===== config.mk =====
export PLATFORM = sky130hd
export DESIGN_NAME = hdlc_rx_frame_fifo
export DESIGN_NICKNAME = d
export VERILOG_FILES = /design/src/rtl/hfrf_pkg.sv /design/src/rtl/hfrf_ptr_pair.sv /design/src/rtl/hfrf_byte_ram.sv /design/src/rtl/hfrf_ovf_monitor.sv /design/src/rtl/hdlc_rx_frame_fifo.sv
export SDC_FILE = /design/constraint.sdc
export NUM_CORES = 2
export LEC_CHECK = 0
export ABC_AREA = 1
export BUFFER_PORTS_ARGS = -buffer_cell sky130_fd_sc_hd__clkbuf_2
export CAP_MARGIN = 15
export CORE_ASPECT_RATIO = 0.7
export CORE_UTILIZATION = 35
export CTS_CLUSTER_SIZE = 10
export DETAILED_ROUTE_END_ITERATION = 12
export PLACE_DENSITY = 0.54
export SYNTH_ARGS = -nofsm -noshare
export SYNTH_HDL_FRONTEND = slang
export SYNTH_SLANG_ARGS = --single-unit

===== constraint.sdc =====
create_clock -name clk -period 9 [get_ports clk]
set_clock_uncertainty 0.2 [all_clocks]
set_input_delay 1.35 -clock clk [delete_from_list [all_inputs] [get_ports clk]]
set_output_delay 1.35 -clock clk [all_outputs]
set_load 0.01 [all_outputs]

===== src/rtl/hfrf_pkg.sv =====
package hfrf_pkg;
  localparam int BYTE_W  = 8;
  localparam int FRAME_W = 5;

  function automatic int byte_ptr_width(input bit sig);
    return sig ? 9 : 13;
  endfunction

  function automatic logic [FRAME_W-1:0] frame_mask(input bit sig);
    return sig ? 5'h0F : 5'h1F;
  endfunction
endpackage


===== src/rtl/hfrf_ptr_pair.sv =====
module hfrf_ptr_pair #(
  parameter int W = 13
) (
  input  logic         clk,
  input  logic         clr,
  input  logic         inc_wr,
  input  logic         inc_rd,
  output logic [W-1:0] wr_ptr,
  output logic [W-1:0] rd_ptr
);
  localparam logic [W-1:0] ONES = '1;
  localparam logic [W-1:0] ONE  = W'(1);

  always_ff @(posedge clk) begin
    if (clr) begin
      wr_ptr <= ONES;
      rd_ptr <= ONES;
    end else begin
      if (inc_wr) wr_ptr <= wr_ptr + ONE;
      if (inc_rd) rd_ptr <= rd_ptr + ONE;
    end
  end

  // a reset cycle leaves both pointers at all ones
  a_r1_reset_ones: assert property (@(posedge clk)
    clr |=> (wr_ptr == ONES && rd_ptr == ONES));
endmodule


===== src/rtl/hfrf_byte_ram.sv =====
module hfrf_byte_ram #(
  parameter int AW = 8,
  parameter int DW = 8
) (
  input  logic          clk,
  input  logic          we,
  input  logic [AW-1:0] waddr,
  input  logic [DW-1:0] wdata,
  input  logic          re,
  input  logic [AW-1:0] raddr,
  output logic [DW-1:0] rdata
);
  localparam int DEPTH = 1 << AW;

  logic [DW-1:0] mem [DEPTH];

  always_ff @(posedge clk) begin
    if (we) mem[waddr] <= wdata;
  end

  always_ff @(posedge clk) begin
    if (re) rdata <= mem[raddr];
  end
endmodule


===== src/rtl/hfrf_ovf_monitor.sv =====
module hfrf_ovf_monitor #(
  parameter int              ZW    = 13,
  parameter int              DAW   = 8,
  parameter logic [4:0]      FMASK = 5'h1F
) (
  input  logic          clk,
  input  logic          clr,
  input  logic          byte_wr,
  input  logic          byte_rd,
  input  logic [ZW-1:0] fill,
  input  logic          eof,
  input  logic          rel_ok,
  input  logic [4:0]    fcount,
  output logic          overflow
);
  localparam logic [ZW-1:0] CAP = ZW'(1) << DAW;

  logic byte_ovf, frame_ovf;

  always_comb begin
    byte_ovf  = byte_wr && !byte_rd && (fill == CAP);
    frame_ovf = eof && !rel_ok && (fcount == FMASK);
  end

  always_ff @(posedge clk) begin
    if (clr)                       overflow <= 1'b0;
    else if (byte_ovf || frame_ovf) overflow <= 1'b1;
  end

  // the flag holds until a reset
  a_r11_sticky: assert property (@(posedge clk) disable iff (clr)
    overflow |=> overflow);
endmodule


===== src/rtl/hdlc_rx_frame_fifo.sv =====
module hdlc_rx_frame_fifo
  import hfrf_pkg::*;
#(
  parameter bit SIG_CHAN   = 1'b0,
  parameter int DEPTH_LOG2 = 8,
  localparam int ZW        = byte_ptr_width(SIG_CHAN)
) (
  input  logic              clk,
  input  logic              rst,
  input  logic              soft_rst,
  input  logic              wr_en,
  input  logic [BYTE_W-1:0] wr_data,
  input  logic              wr_eof,
  input  logic              rd_en,
  input  logic              rd_frame_done,
  output logic [BYTE_W-1:0] rd_data,
  output logic [ZW-1:0]     wr_byte_ptr,
  output logic [ZW-1:0]     rd_byte_ptr,
  output logic [FRAME_W-1:0] wr_frame_ptr,
  output logic [FRAME_W-1:0] rd_frame_ptr,
  output logic [FRAME_W-1:0] frame_count,
  output logic [ZW-1:0]     byte_fill,
  output logic              overflow
);
  localparam logic [FRAME_W-1:0] FMASK = frame_mask(SIG_CHAN);

  logic                clr;
  logic [ZW-1:0]       z_wr, z_rd;
  logic [FRAME_W-1:0]  f_wr, f_rd;
  logic [FRAME_W-1:0]  fcnt_now, fcnt_next;
  logic [ZW-1:0]       fill_now, fill_next;
  logic                rel_ok;

  assign clr = rst | soft_rst;

  always_comb begin
    fcnt_now  = (f_wr - f_rd) & FMASK;
    rel_ok    = rd_frame_done && (fcnt_now != '0);
    fcnt_next = (f_wr + FRAME_W'(wr_eof) - f_rd - FRAME_W'(rel_ok)) & FMASK;
    fill_now  = z_wr - z_rd;
    fill_next = z_wr + ZW'(wr_en) - z_rd - ZW'(rd_en);
  end

  hfrf_ptr_pair #(.W(ZW)) u_byte_ptrs (
    .clk(clk), .clr(clr), .inc_wr(wr_en), .inc_rd(rd_en),
    .wr_ptr(z_wr), .rd_ptr(z_rd)
  );

  hfrf_ptr_pair #(.W(FRAME_W)) u_frame_ptrs (
    .clk(clk), .clr(clr), .inc_wr(wr_eof), .inc_rd(rel_ok),
    .wr_ptr(f_wr), .rd_ptr(f_rd)
  );

  hfrf_byte_ram #(.AW(DEPTH_LOG2), .DW(BYTE_W)) u_store (
    .clk(clk),
    .we(wr_en), .waddr(z_wr[DEPTH_LOG2-1:0]), .wdata(wr_data),
    .re(rd_en), .raddr(z_rd[DEPTH_LOG2-1:0]), .rdata(rd_data)
  );

  hfrf_ovf_monitor #(.ZW(ZW), .DAW(DEPTH_LOG2), .FMASK(FMASK)) u_ovf (
    .clk(clk), .clr(clr),
    .byte_wr(wr_en), .byte_rd(rd_en), .fill(fill_now),
    .eof(wr_eof), .rel_ok(rel_ok), .fcount(fcnt_now),
    .overflow(overflow)
  );

  always_ff @(posedge clk) begin
    if (clr) begin
      frame_count <= '0;
      byte_fill   <= '0;
    end else begin
      frame_count <= fcnt_next;
      byte_fill   <= fill_next;
    end
  end

  assign wr_byte_ptr  = z_wr;
  assign rd_byte_ptr  = z_rd;
  assign wr_frame_ptr = f_wr & FMASK;
  assign rd_frame_ptr = f_rd & FMASK;

  // a write is never refused
  a_r4_write_advances: assert property (@(posedge clk) disable iff (clr)
    wr_en |=> wr_byte_ptr == ZW'($past(wr_byte_ptr) + ZW'(1)));

  // release on an empty buffer leaves the read frame pointer alone
  a_r7_empty_release: assert property (@(posedge clk) disable iff (clr)
    (frame_count == '0) |=> rd_frame_ptr == $past(rd_frame_ptr));

  // count stays inside the configured range
  a_r8_count_range: assert property (@(posedge clk) disable iff (clr)
    frame_count <= FMASK);

  // a frame beyond the limit raises the flag
  a_r9_frame_ovf: assert property (@(posedge clk) disable iff (clr)
    (wr_eof && !rd_frame_done && frame_count == FMASK) |=> overflow);

  // a byte beyond capacity raises the flag
  a_r10_byte_ovf: assert property (@(posedge clk) disable iff (clr)
    (wr_en && !rd_en && byte_fill == (ZW'(1) << DEPTH_LOG2)) |=> overflow);
endmodule


# After elaboration in Yosys (flattened, before gate mapping)
# Memories as Yosys holds them, arrays and structs flattened. A register that Yosys moved wholly into a read port is not among the register bits.
# Index checks and enable logic that the tools add are counted.
[word_totals]
word_cells = 34
in_bits = 15
ramBits = 2048
output_inout_bits = 63
memories = 1
reg_bits = 55
[classes]
n_addsub = 12
mux = 2
eq_ne = 2
bitwise_logic = 1
n_reduce_logical = 9
[mem_list]
columns = ["name", "words", "width", "rd", "rd_ports_with_merged_regs", "wr", "line", "source"]
rows = [
  ["u_store.mem", 256, 8, 1, 1, 1, "hfrf_byte_ram.sv:15", "logic [DW-1:0] mem [DEPTH];"],
]
[ops]
columns = ["cell", "count"]
rows = [
  ["13-bit by 1-bit adder with 13-bit output, second input constant", 2],
  ["13-bit subtractor", 2],
  ["13-bit by 1-bit adder with 13-bit output", 1],
  ["13-bit by 9-bit == test with 1-bit output, second input constant", 1],
  ["13-bit by 1-bit subtractor with 13-bit output", 1],
  ["5-bit by 1-bit adder with 5-bit output, second input constant", 2],
  ["5-bit subtractor", 2],
  ["5-bit by 1-bit adder with 5-bit output", 1],
  ["5-bit == test, second input constant", 1],
  ["1-bit logical AND", 5],
  ["5-bit nonzero test", 1],
  ["5-bit by 1-bit subtractor with 5-bit output", 1],
  ["1-bit logical NOT", 2],
  ["1-bit 2-to-1 mux", 2],
  ["1-bit logical OR", 1],
  ["1-bit OR", 1],
]

# Logic depth before layout (Yosys ltp)
[depth]
word_depth = 7
mapped_depth = 21
depth_no_buf = 20

# Hierarchy
# Synthesis repeated with hierarchy kept, for this count alone.
[unflattened]
hier_cells = 7653
hier_area_um2 = 87846.8
[modules_own_cells]
columns = ["module", "cells_each", "area_per_inst_um2", "seq_area_each_um2", "instances"]
rows = [
  ["hfrf_byte_ram", 7003, 83476.3, 61739.2, 1],
  ["hdlc_rx_frame_fifo", 389, 2568.7, 360.3, 1],
  ["hfrf_ptr_pair at u_byte_ptrs", 173, 1246.2, 520.5, 1],
  ["hfrf_ptr_pair at u_frame_ptrs", 61, 426.7, 200.2, 1],
  ["hfrf_ovf_monitor", 27, 128.9, 20.0, 1],
]

# Worst setup path after synthesis
# No wires, ideal clock.
[synth_timing]
path_kind = "in2reg"
from = "input rd_en"
to = "register byte_fill[9]"
required_time_ps = 8679
setup_ps = 121
path_slack_ps = 5064
n_path_buf = 0
path_stages = 12
arrival_ps = 3616
path_cell_list = "inv_1 fa_1 fa_1 ha_1 fa_1 nand3_1 nand2_1 inv_1 o21ai_0 a31o_2 o21ai_0 a21oi_1"
[synth_between]
elab_chain_len = 1
[synth_rtl]
columns = ["element", "line", "source"]
rows = [
  ["start: declaration", "hdlc_rx_frame_fifo.sv:14", "input logic rd_en,"],
  ["13-bit by 1-bit subtractor with 13-bit output", "hdlc_rx_frame_fifo.sv:41", "fill_next = z_wr + ZW'(wr_en) - z_rd - ZW'(rd_en);"],
  ["end signal: assignment", "hdlc_rx_frame_fifo.sv:73", "byte_fill <= fill_next;"],
  ["end: declaration", "hdlc_rx_frame_fifo.sv:22", "output logic [ZW-1:0] byte_fill,"],
]
# No other way between the ends.
# A chain may end at the register's enable or synchronous reset.

==> results.py <==
metrics = {
    "status": {
        "status": "finished clean",
    },
    "power_and_ir_drop": {
        "p_sw_mw": 4.94,
        "ir_drop_mv": 0.152,
        "power.density_nw_per_um2": 209,
        "p_total_mw": 20.9,
        "clkPwrFrac": 0.402,
        "p_sw_frac": 0.237,
        "pwr-share-seq": 0.521,
        "power.internal_mw": 15.9,
        "power_frac_comb": 0.077,
        "p_leak_nw": 37.4,
    },
    "synthesis": {
        "syn_nets": 8613,
        "postSynthCellCount": 8530,
        "synth_edf_count": 2056,
        "ys_seq_area_frac": 0.696,
        "synth_top_area_cell": "edfxtp_1",
        "async_reset_ff_frac": 0,
        "synthAdderAreaFrac": 0.0100,
        "ys.warnings.count": 0,
        "synth_top_cell_area_share": 0.684,
        "synth_common_cells": "2,337 x nand2_1, 2,056 x edfxtp_1, 1,254 x nor2_1",
        "synth_top_family_by_area": "simple AND/OR/NAND/NOR gates",
        "yosysMostFrequentCell": "nand2_1",
        "synth.cell_area_um2": 90300,
        "synth_xor_area_frac": 0.00146,
        "avgSynthCellArea_um2": 10.6,
        "synth_area_leaders": "edfxtp_1 68%, nand2_1 9.7%, nor2_1 5.2%, nand3_1 4.2%, inv_1 3.0%",
        "ys_types": 35,
        "ys.flop_type": "edfxtp_1",
        "synth-simple-area-share": 0.194,
        "synth.mux.area_fraction": 0,
        "synth-compound-area-share": 0.0439,
        "ys_seq_elements": 2111,
    },
    "clock_tree": {
        "path_clk_slew_ns": 0.06,
        "post_cts.repair.setup_buffers": 0,
        "htree_num_levels": 4,
        "hold_buffers": 0,
        "clockRootBuffer": "clkbuf_16",
        "cts-resized-gates": 0,
        "cts_tree": "done",
        "clock-sinks": 2111,
        "clockBufferDepth": 4,
        "cts_inserted_buffers": 237,
        "clkLatencyLatePin_ns": 0.87,
    },
    "final_layout": {
        "multi_input_area_um2": 22600,
        "drive_above_1_share": 0.0515,
        "regArea_um2": 62900,
        "nNetsFinal": 8540,
        "area_delta_synth_final_pct": 10.6,
        "fillCellCount": 24700,
    },
    "global_routing": {
        "antenna_found_initial": 10,
        "grt_pass1_vias": 56500,
        "grt_pass1_wl_um": 386000,
        "grt-ovfl-total": 0,
        "grt_max_degree": 207,
        "grt_use_total": 0.198,
    },
    "place": {
        "place_congestion": 0.848,
        "hpwl_um": 149000,
        "port_buffers": 77,
    },
    "floorplanning": {
        "dieArea_um2": 260000,
        "dieWidth_um": 609,
        "start_util": 0.353,
        "core_um2": 256000,
        "io_pins": 78,
        "num_rows": 155,
        "die_h_um": 427,
    },
    "sta": {
        "finalMaxSlewViolations": 0,
        "period_share": 0.557,
        "hold_viol_final": 0,
        "maxSlewHeadroom": 0.164,
        "setup_violations": 0,
        "worst_pin_slew_ns": 1.25,
        "fin_tns_setup_ns": 0,
        "rsz0062_at_grt": "false",
        "fmax_mhz": 200,
        "period_needed_ns": 5.01,
    },
    "routing": {
        "route.detailed.drc": 0,
        "dr.pass1.iters": 8,
        "initialDrtViolationCount": 7582,
        "ant_nets": 0,
        "drt-total-wl_um": 264000,
        "wire_per_inst_um": 22.2,
        "num_vias": 60600,
        "viasPerCell": 5.10,
    },
    "setup_path": {
        "required_ns": 9.49,
        "crit_type": "reg2reg",
        "crit_arrival_ns": 5.50,
        "crit_path_end_kind": "register",
        "cp-start-kind": "register",
        "crit_fanout": 183,
    },
    "job": {
        "drv.max_cap_violation_count": 0,
    },
    "worst_hold_path": {
        "min_path_type": "reg2reg",
    },
}
layout make-up:
cell class / instances / share of cell area
flip-flops and latches: 2111 / 0.630
multi-input cells: 5230 / 0.226
clock buffers: 285 / 0.0619
well taps: 3375 / 0.0423
inverters: 721 / 0.0273
repair buffers: 156 / 0.0125
clock inverters: 5 / 0.000426
diodes: 2 / 0.0000501
kinds of logic (layout without fill, tap and decap cells):
kind of cell             Yosys count  after routing
AND/OR/NAND/NOR                 4392           4392
buffers and inverters           1189           1167
flip-flops                      2111           2111
XOR/XNOR                          15             15
adder cells (fa/ha/maj)           68             68
AO/OA/AOI/OAI                    755            755
other                              0              2
layer usage:
layer | vias to the layer above | part of all wire | global-route usage
met5 | - | 0.00059 | 0.00401
met4 | 4 | 0.023 | 0.0487
met3 | 325 | 0.089 | 0.0442
met2 | 2394 | 0.42 | 0.287
met1 | 29700 | 0.47 | 0.300
li1 | 28200 | - | -
final timing paths:
kind / startpoint / cells after the start / slack (ns) / endpoint
max: u_byte_ptrs.rd_ptr[0]$_SDFFE_PP1P_ / 11 / 3.99 / u_store.rdata[7]$_DFFE_PP_
min: u_frame_ptrs.wr_ptr[4]$_SDFFE_PP1P_ / 1 / 0.31 / u_frame_ptrs.wr_ptr[4]$_SDFFE_PP1P_
max reg2reg: u_byte_ptrs.rd_ptr[0]$_SDFFE_PP1P_ / 11 / 3.99 / u_store.rdata[7]$_DFFE_PP_
min reg2reg: u_frame_ptrs.wr_ptr[4]$_SDFFE_PP1P_ / 1 / 0.31 / u_frame_ptrs.wr_ptr[4]$_SDFFE_PP1P_
worst max-delay path, cell delays in order (launching register included):
cell and delay, ns:
dfxtp_4 0.60, inv_8 0.57, buf_12 0.68, buf_4 0.84, o21ai_0 0.22, nand3_1 0.14, nand3_1 0.16, nand2_1 0.17
nand3_1 0.19, nand3_1 0.21, nand3_1 0.30, nand2_1 0.17
flip-flops by register name, indices dropped and copies added (netlist names):
name,count
byte_fill,13
u_byte_ptrs.wr_ptr,13
frame_count,5
u_frame_ptrs.rd_ptr,5
u_frame_ptrs.wr_ptr,5
u_ovf.overflow,1
u_store.mem,2048
u_store.rdata,8
u_byte_ptrs.rd_ptr,13
power groups by stage:
stage | clock network, mW | logic, mW | registers, mW
finish | 8.40 | 1.61 | 10.9
detailed placement | 0 | 1.59 | 11.1
CTS | 8.51 | 1.59 | 10.9
floorplan | 0 | 0.921 | 11.1
global placement | 0 | 1.58 | 11.1
global route | 8.87 | 1.77 | 10.9
cell usage in the layout (no fill, tap or decap), types with 3 or more instances in the layout:
master and n:
or2_2 21, buf_12 15, nor2_1 1251, o211ai_1 59, nand2_1 2335, clkbuf_2 69
ha_1 61, a21oi_1 119, fa_1 7, nand3_1 756, xor2_1 11, xnor2_1 4
o22ai_1 8, edfxtp_1 2056, o21ai_1 49, clkinv_1 4, nand4_1 8, clkbuf_16 240
dfxtp_4 3, o21ai_0 509, inv_4 3, inv_1 711, buf_8 8, nor3_1 13
dfxtp_1 51, buf_4 64, clkbuf_1 45, o21a_1 3
per-stage QoR:
| stage | hold WS (ns) | utilization | area [um^2] | setup slack [ns] | instances |
|---|---|---|---|---|---|
| after CTS | 0.316 | 0.390 | 99800 | 4.14 | 11900 |
| after floorplan | 0.317 | - | 90300 | 5.06 | 8530 |
| after detailed placement | 0.301 | 0.366 | 93600 | 4.17 | 11600 |
| after global placement | 0.291 | 0.366 | 93600 | 4.20 | 11600 |
| after global routing | 0.362 | 0.391 | 99800 | 3.75 | 11900 |
| final | 0.314 | 0.391 | 99800 | 3.99 | 11900 |
No activity file was read; power rests on OpenSTA's default activity.
